==> config.mk <==
export PLATFORM = sky130hd
export DESIGN_NAME = i2c_byte_tx
export DESIGN_NICKNAME = d
export VERILOG_FILES = /design/src/rtl/i2c_txe_pkg.sv /design/src/rtl/txe_sync.sv /design/src/rtl/txe_baud.sv /design/src/rtl/txe_shift.sv /design/src/rtl/i2c_byte_tx.sv
export SDC_FILE = /design/constraint.sdc
export NUM_CORES = 1
export LEC_CHECK = 0
export CAP_MARGIN = 20
export CORE_ASPECT_RATIO = 1.25
export CORE_UTILIZATION = 40
export DETAILED_ROUTE_END_ITERATION = 10
export HOLD_SLACK_MARGIN = 0.03
export PLACE_DENSITY = 0.71
export SLEW_MARGIN = 40
export SYNTH_ARGS = -nofsm -noshare
export SYNTH_HDL_FRONTEND = slang
export SYNTH_SLANG_ARGS = --single-unit
==> constraint.sdc <==
create_clock -name clk -period 2.2 [get_ports clk]
set_input_delay 0.55 -clock clk [delete_from_list [all_inputs] [get_ports clk]]
set_output_delay 0.55 -clock clk [all_outputs]
set_load 0.005 [all_outputs]
==> src/rtl/i2c_txe_pkg.sv <==
package i2c_txe_pkg;
  typedef enum logic [1:0] {
    PH_IDLE = 2'd0,
    PH_LOW  = 2'd1,
    PH_HIGH = 2'd2
  } phase_e;

  localparam int BYTE_W   = 8;
  localparam int BITCNT_W = 4;
endpackage

==> src/rtl/txe_sync.sv <==
module txe_sync #(
  parameter int STAGES = 2
) (
  input  logic clk,
  input  logic rst,
  input  logic d,
  output logic q
);
  logic [STAGES-1:0] chain;

  always_ff @(posedge clk) begin
    if (rst) chain <= '1;
    else     chain <= {chain[STAGES-2:0], d};
  end

  assign q = chain[STAGES-1];
endmodule

==> src/rtl/txe_baud.sv <==
module txe_baud #(
  parameter int W = 8
) (
  input  logic         clk,
  input  logic         rst,
  input  logic         load,
  input  logic         run,
  input  logic [W-1:0] reload,
  output logic         expire
);
  logic [W-1:0] cnt;
  logic [W-1:0] eff;

  // a reload of zero is promoted to one so SDA always has setup time
  assign eff = (reload == '0) ? W'(1) : reload;

  always_ff @(posedge clk) begin
    if (rst)                   cnt <= '0;
    else if (load)             cnt <= eff;
    else if (run && cnt != '0) cnt <= cnt - W'(1);
  end

  assign expire = (cnt == '0);
endmodule

==> src/rtl/txe_shift.sv <==
module txe_shift #(
  parameter int W = 8
) (
  input  logic         clk,
  input  logic         rst,
  input  logic         load,
  input  logic [W-1:0] din,
  input  logic         shift,
  output logic         msb
);
  logic [W-1:0] sreg;

  always_ff @(posedge clk) begin
    if (rst)        sreg <= '0;
    else if (load)  sreg <= din;
    else if (shift) sreg <= {sreg[W-2:0], 1'b0};
  end

  assign msb = sreg[W-1];
endmodule

==> src/rtl/i2c_byte_tx.sv <==
module i2c_byte_tx
  import i2c_txe_pkg::*;
#(
  parameter int BRG_W       = 8,
  parameter int RELOAD_INIT = 4,
  parameter int SYNC_STAGES = 2
) (
  input  logic             clk,
  input  logic             rst,
  input  logic             wr_en,
  input  logic [7:0]       wr_data,
  input  logic             brg_wr,
  input  logic [BRG_W-1:0] brg_data,
  input  logic             clr_wcol,
  input  logic             clr_irq,
  input  logic             sda_in,
  output logic             sda_oe,
  output logic             scl_oe,
  output logic             buf_full,
  output logic             wcol,
  output logic             ack_stat,
  output logic             irq
);
  localparam logic [BITCNT_W-1:0] LAST_DATA = BITCNT_W'(BYTE_W - 1);
  localparam logic [BITCNT_W-1:0] ACK_SLOT  = BITCNT_W'(BYTE_W);

  phase_e              phase;
  logic [BITCNT_W-1:0] bit_cnt;
  logic                sda_pend;
  logic [BRG_W-1:0]    reload_q;
  logic                sda_sync;
  logic                expire;
  logic                msb;
  logic                busy;
  logic                accept;
  logic                rise_now;
  logic                fall_now;
  logic                ack_now;
  logic                brg_load;
  logic                sh_load;
  logic                sh_step;

  assign busy = (phase != PH_IDLE);

  always_comb begin
    accept   = (phase == PH_IDLE) && wr_en;
    rise_now = (phase == PH_LOW)  && expire;
    fall_now = (phase == PH_HIGH) && expire && (bit_cnt != ACK_SLOT);
    ack_now  = (phase == PH_HIGH) && expire && (bit_cnt == ACK_SLOT);
    brg_load = accept || rise_now || fall_now;
    sh_load  = accept;
    sh_step  = fall_now;
  end

  txe_sync #(.STAGES(SYNC_STAGES)) u_sync (
    .clk (clk),
    .rst (rst),
    .d   (sda_in),
    .q   (sda_sync)
  );

  txe_baud #(.W(BRG_W)) u_baud (
    .clk    (clk),
    .rst    (rst),
    .load   (brg_load),
    .run    (busy),
    .reload (reload_q),
    .expire (expire)
  );

  txe_shift #(.W(BYTE_W)) u_shift (
    .clk   (clk),
    .rst   (rst),
    .load  (sh_load),
    .din   (wr_data),
    .shift (sh_step),
    .msb   (msb)
  );

  // reload register
  always_ff @(posedge clk) begin
    if (rst)         reload_q <= BRG_W'(RELOAD_INIT);
    else if (brg_wr) reload_q <= brg_data;
  end

  // phase sequencer
  always_ff @(posedge clk) begin
    if (rst) begin
      phase   <= PH_IDLE;
      bit_cnt <= '0;
    end else begin
      if (accept) begin
        phase   <= PH_LOW;
        bit_cnt <= '0;
      end else if (rise_now) begin
        phase <= PH_HIGH;
      end else if (fall_now) begin
        phase   <= PH_LOW;
        bit_cnt <= bit_cnt + BITCNT_W'(1);
      end else if (ack_now) begin
        phase <= PH_IDLE;
      end
    end
  end

  // bus line drivers: SDA updates one cycle after SCL is pulled low
  always_ff @(posedge clk) begin
    if (rst) begin
      scl_oe   <= 1'b1;
      sda_oe   <= 1'b0;
      sda_pend <= 1'b0;
    end else begin
      sda_pend <= accept || fall_now;
      if (sda_pend)
        sda_oe <= (bit_cnt == ACK_SLOT) ? 1'b0 : ~msb;
      if (rise_now)
        scl_oe <= 1'b0;
      else if (fall_now || ack_now)
        scl_oe <= 1'b1;
    end
  end

  // host status flags
  always_ff @(posedge clk) begin
    if (rst) begin
      buf_full <= 1'b0;
      wcol     <= 1'b0;
      ack_stat <= 1'b0;
      irq      <= 1'b0;
    end else begin
      if (accept)
        buf_full <= 1'b1;
      else if (fall_now && bit_cnt == LAST_DATA)
        buf_full <= 1'b0;

      if (wr_en && busy) wcol <= 1'b1;
      else if (clr_wcol) wcol <= 1'b0;

      if (ack_now) ack_stat <= sda_sync;

      if (ack_now)      irq <= 1'b1;
      else if (clr_irq) irq <= 1'b0;
    end
  end
endmodule

==> impl_metrics.py <==
metrics = {
    "run_status": {
        "outcome": "complete, no violations",
    },
    "grt": {
        "grt_start_max_net_pins": 41,
        "gr-usage-all-layers": 0.190,
        "grt_pass1_vias": 1568,
        "grt-ovfl-total": 0,
        "grt_pass1_wl_mm": 7.42,
        "antenna_found_initial": 0,
    },
    "placement": {
        "hpwlAfterDp_mm": 3.15,
        "place_congestion": 0.904,
        "port-buffer-count": 28,
        "detailed_place.area_um2": 2350,
        "dp_cells": 296,
    },
    "setup_path": {
        "cp_top_family": "compound AO/OA/AOI/OAI gates",
        "startpoint_type": "flip-flop",
        "crit_path_top_delay_cell": "or4bb_4",
        "cp.arrival_ns": 2.29,
        "required_ns": 2.40,
        "worst_path_largest_cell_delay_ns": 0.57,
        "cp.depth": 6,
        "critPathKind": "reg -> reg",
        "r2r.worst_path.cells": 6,
        "crit_fanout": 7,
        "crit_chain": "inv_1, ha_2, or4bb_4, o311ai_4, nand3_1, a311oi_1",
        "critPathBufInv": 1,
        "worst_setup_path_end_kind": "flip-flop",
    },
    "synthesis": {
        "synthesis.area_um2": 1930,
        "synthCells": 208,
        "ys_ff_latch": 39,
        "synth.top_cell.area_share": 0.405,
        "synthFlopType": "dfxtp_1",
        "synth.most_common_cell": "dfxtp_1",
        "yosys.area.top_type": "dfxtp_1",
        "synth_area_leaders": "dfxtp_1, mux2i_1, nor2_1",
        "synth_cell_types": 50,
        "synth-edff-count": 0,
        "async_flop_share": 0,
        "ys_seq_area_frac": 0.405,
        "synth_warnings": 0,
        "syn_nets": 235,
        "synth_commonest_cells": "dfxtp_1, nor2_1, mux2i_1, nand3_1, a21oi_1",
        "avgSynthCellArea_um2": 9.28,
    },
    "drt": {
        "drtIter0Drc": 97,
        "vias_per_cell": 5.61,
        "wl_per_cell_um": 14.3,
        "vias": 1704,
        "drt_pass1_iterations": 4,
        "drt-total-wl_mm": 4.36,
        "ant_nets": 0,
        "drc": 0,
    },
    "clocking": {
        "cts_sinks": 39,
        "cts-root-buf": "clkbuf_8",
        "ctsResizeCount": 0,
        "cts_hold_buf": 0,
        "cts_setup_buffers": 0,
        "numCtsBuffers": 5,
        "clk_pin_slew_ns": 0.08,
        "clock_path_buffers": 2,
        "htree_levels": 2,
        "cts_tree": "yes",
        "clk_latency_ns": 0.29,
    },
    "worst_hold_path": {
        "whs_path_depth": 1,
        "hp-class": "reg -> reg",
    },
    "timing": {
        "hold_violations": 0,
        "final_max_slew_viol_count": 0,
        "fin_crit_ns": 2.09,
        "fin_tns_setup_ns": 0,
        "skew_ns": 0.00475,
        "rsz0062_at_grt": "no",
        "tightest_slew_ns": 0.516,
        "fin_crit_sh": 0.949,
        "final-setup-viol-count": 0,
        "clock.fmax_ghz": 0.479,
        "slew_headroom": 0.651,
    },
    "die": {
        "io_pins": 29,
        "start_util": 0.426,
        "core_area_um2": 4530,
        "die_w_um": 64.1,
        "die_y_um": 79.7,
        "num_rows": 27,
        "die-area_um2": 5110,
    },
    "cells_and_area": {
        "syn_to_final_growth_pct": 26.4,
        "finish.utilization": 0.539,
        "fin_cells": 304,
        "stdcell_area_um2": 2440,
        "drive_gt1_frac": 0.134,
        "antenna-diode-count": 0,
        "fin_nets": 272,
    },
    "power": {
        "p_leak_uw": 0.000926,
        "p_per_area_nw_per_um2": 1210,
        "peakVddDrop_mv": 0.614,
    },
    "flow_run": {
        "maxCapViolCount": 0,
    },
}
## power breakdown
group	total [uW]	internal, uW	switching [uW]
clock	478	222	256
combinational	1460	672	787
sequential	1010	862	146
## final timing paths
path | from | end | slack, ns
setup / recovery | u_baud.cnt[1]$_SDFFE_PP0P_ | u_baud.cnt[7]$_SDFFE_PP0P_ | 0.11
hold / removal | u_sync.chain[0]$_SDFF_PP1_ | u_sync.chain[1]$_SDFF_PP1_ | 0.41
setup reg to reg | u_baud.cnt[1]$_SDFFE_PP0P_ | u_baud.cnt[7]$_SDFFE_PP0P_ | 0.11
hold reg to reg | u_sync.chain[0]$_SDFF_PP1_ | u_sync.chain[1]$_SDFF_PP1_ | 0.41
## final cells by class
cell class / instances / area, um^2
Inverter: 7 / 26.3
Tap cell: 58 / 72.6
Clock buffer: 6 / 72.6
Sequential cell: 39 / 781
Clock inverter: 2 / 12.5
Timing Repair Buffer: 39 / 388
Multi-Input combinational cell: 153 / 1090
Fill cell: 427 / 2090
## sequential cells by signal, indices dropped and copies added, names as in the netlist, 2 cells and up
name / count
phase: 2
u_baud.cnt: 8
reload_q: 8
bit_cnt: 4
u_sync.chain: 2
u_shift.sreg: 8
## routing by layer
layer  part of all wire  routed length (um)  GRT usage  vias to the layer above
met5                  0                   0          0                        -
met4              0.014                  59     0.0778                        0
met3              0.038                 164     0.0429                        6
met2               0.49                2160      0.319                       41
met1               0.45                1980      0.233                      809
li1                   -                   -          -                      848
## per-stage QoR
| stage | setup WS, ns | hold slack (ns) | total power, uW |
|---|---|---|---|
| global placement | 0.176 | 0.394 | 2430 |
| CTS | 0.127 | 0.418 | 2930 |
| finish | 0.113 | 0.412 | 2940 |
| floorplan | 0.167 | 0.389 | 2030 |
| detailed placement | 0.146 | 0.399 | 2440 |
| global route | 0.00550 | 0.436 | 3160 |
## cell families (layout without fill, tap and decap cells)
| group | count (synthesis) | in the layout | synth area share |
|---|---|---|---|
| and+or+nand+nor | 77 | 77 | 0.228 |
| AOI/OAI and AO/OA | 52 | 52 | 0.204 |
| DFF | 39 | 39 | 0.405 |
| muxes | 18 | 18 | 0.0934 |
| buffers and inverters | 16 | 54 | 0.0357 |
| adders and majority gates | 4 | 4 | 0.0259 |
| xor gates and xnor gates | 2 | 2 | 0.00908 |
## cell usage in the layout (no fill, tap or decap), types with 2 or more instances in the layout
cell type        Yosys  routed
or4_1                2       2
dfxtp_1             39      39
buf_4                0       9
mux2i_1             18      18
clkbuf_8             0       5
o21ai_0              9       9
nand2_1              6       6
or2_2                3       3
nor2_1              25      25
clkdlybuf4s50_1      0      28
a31oi_1              6       6
buf_12               0       2
nand4_1              2       2
a311oi_1             2       2
nand2b_1             5       5
nor4_1               2       2
a211oi_1             9       9
o21bai_1             2       2
ha_1                 4       3
nor3_1               6       6
inv_1                7       7
o31ai_1              2       2
nor2b_1              2       2
nand3_1             11      11
a21oi_1             10      10
nand3b_1             2       2
Note: power is estimated with default switching activity, not from simulation.
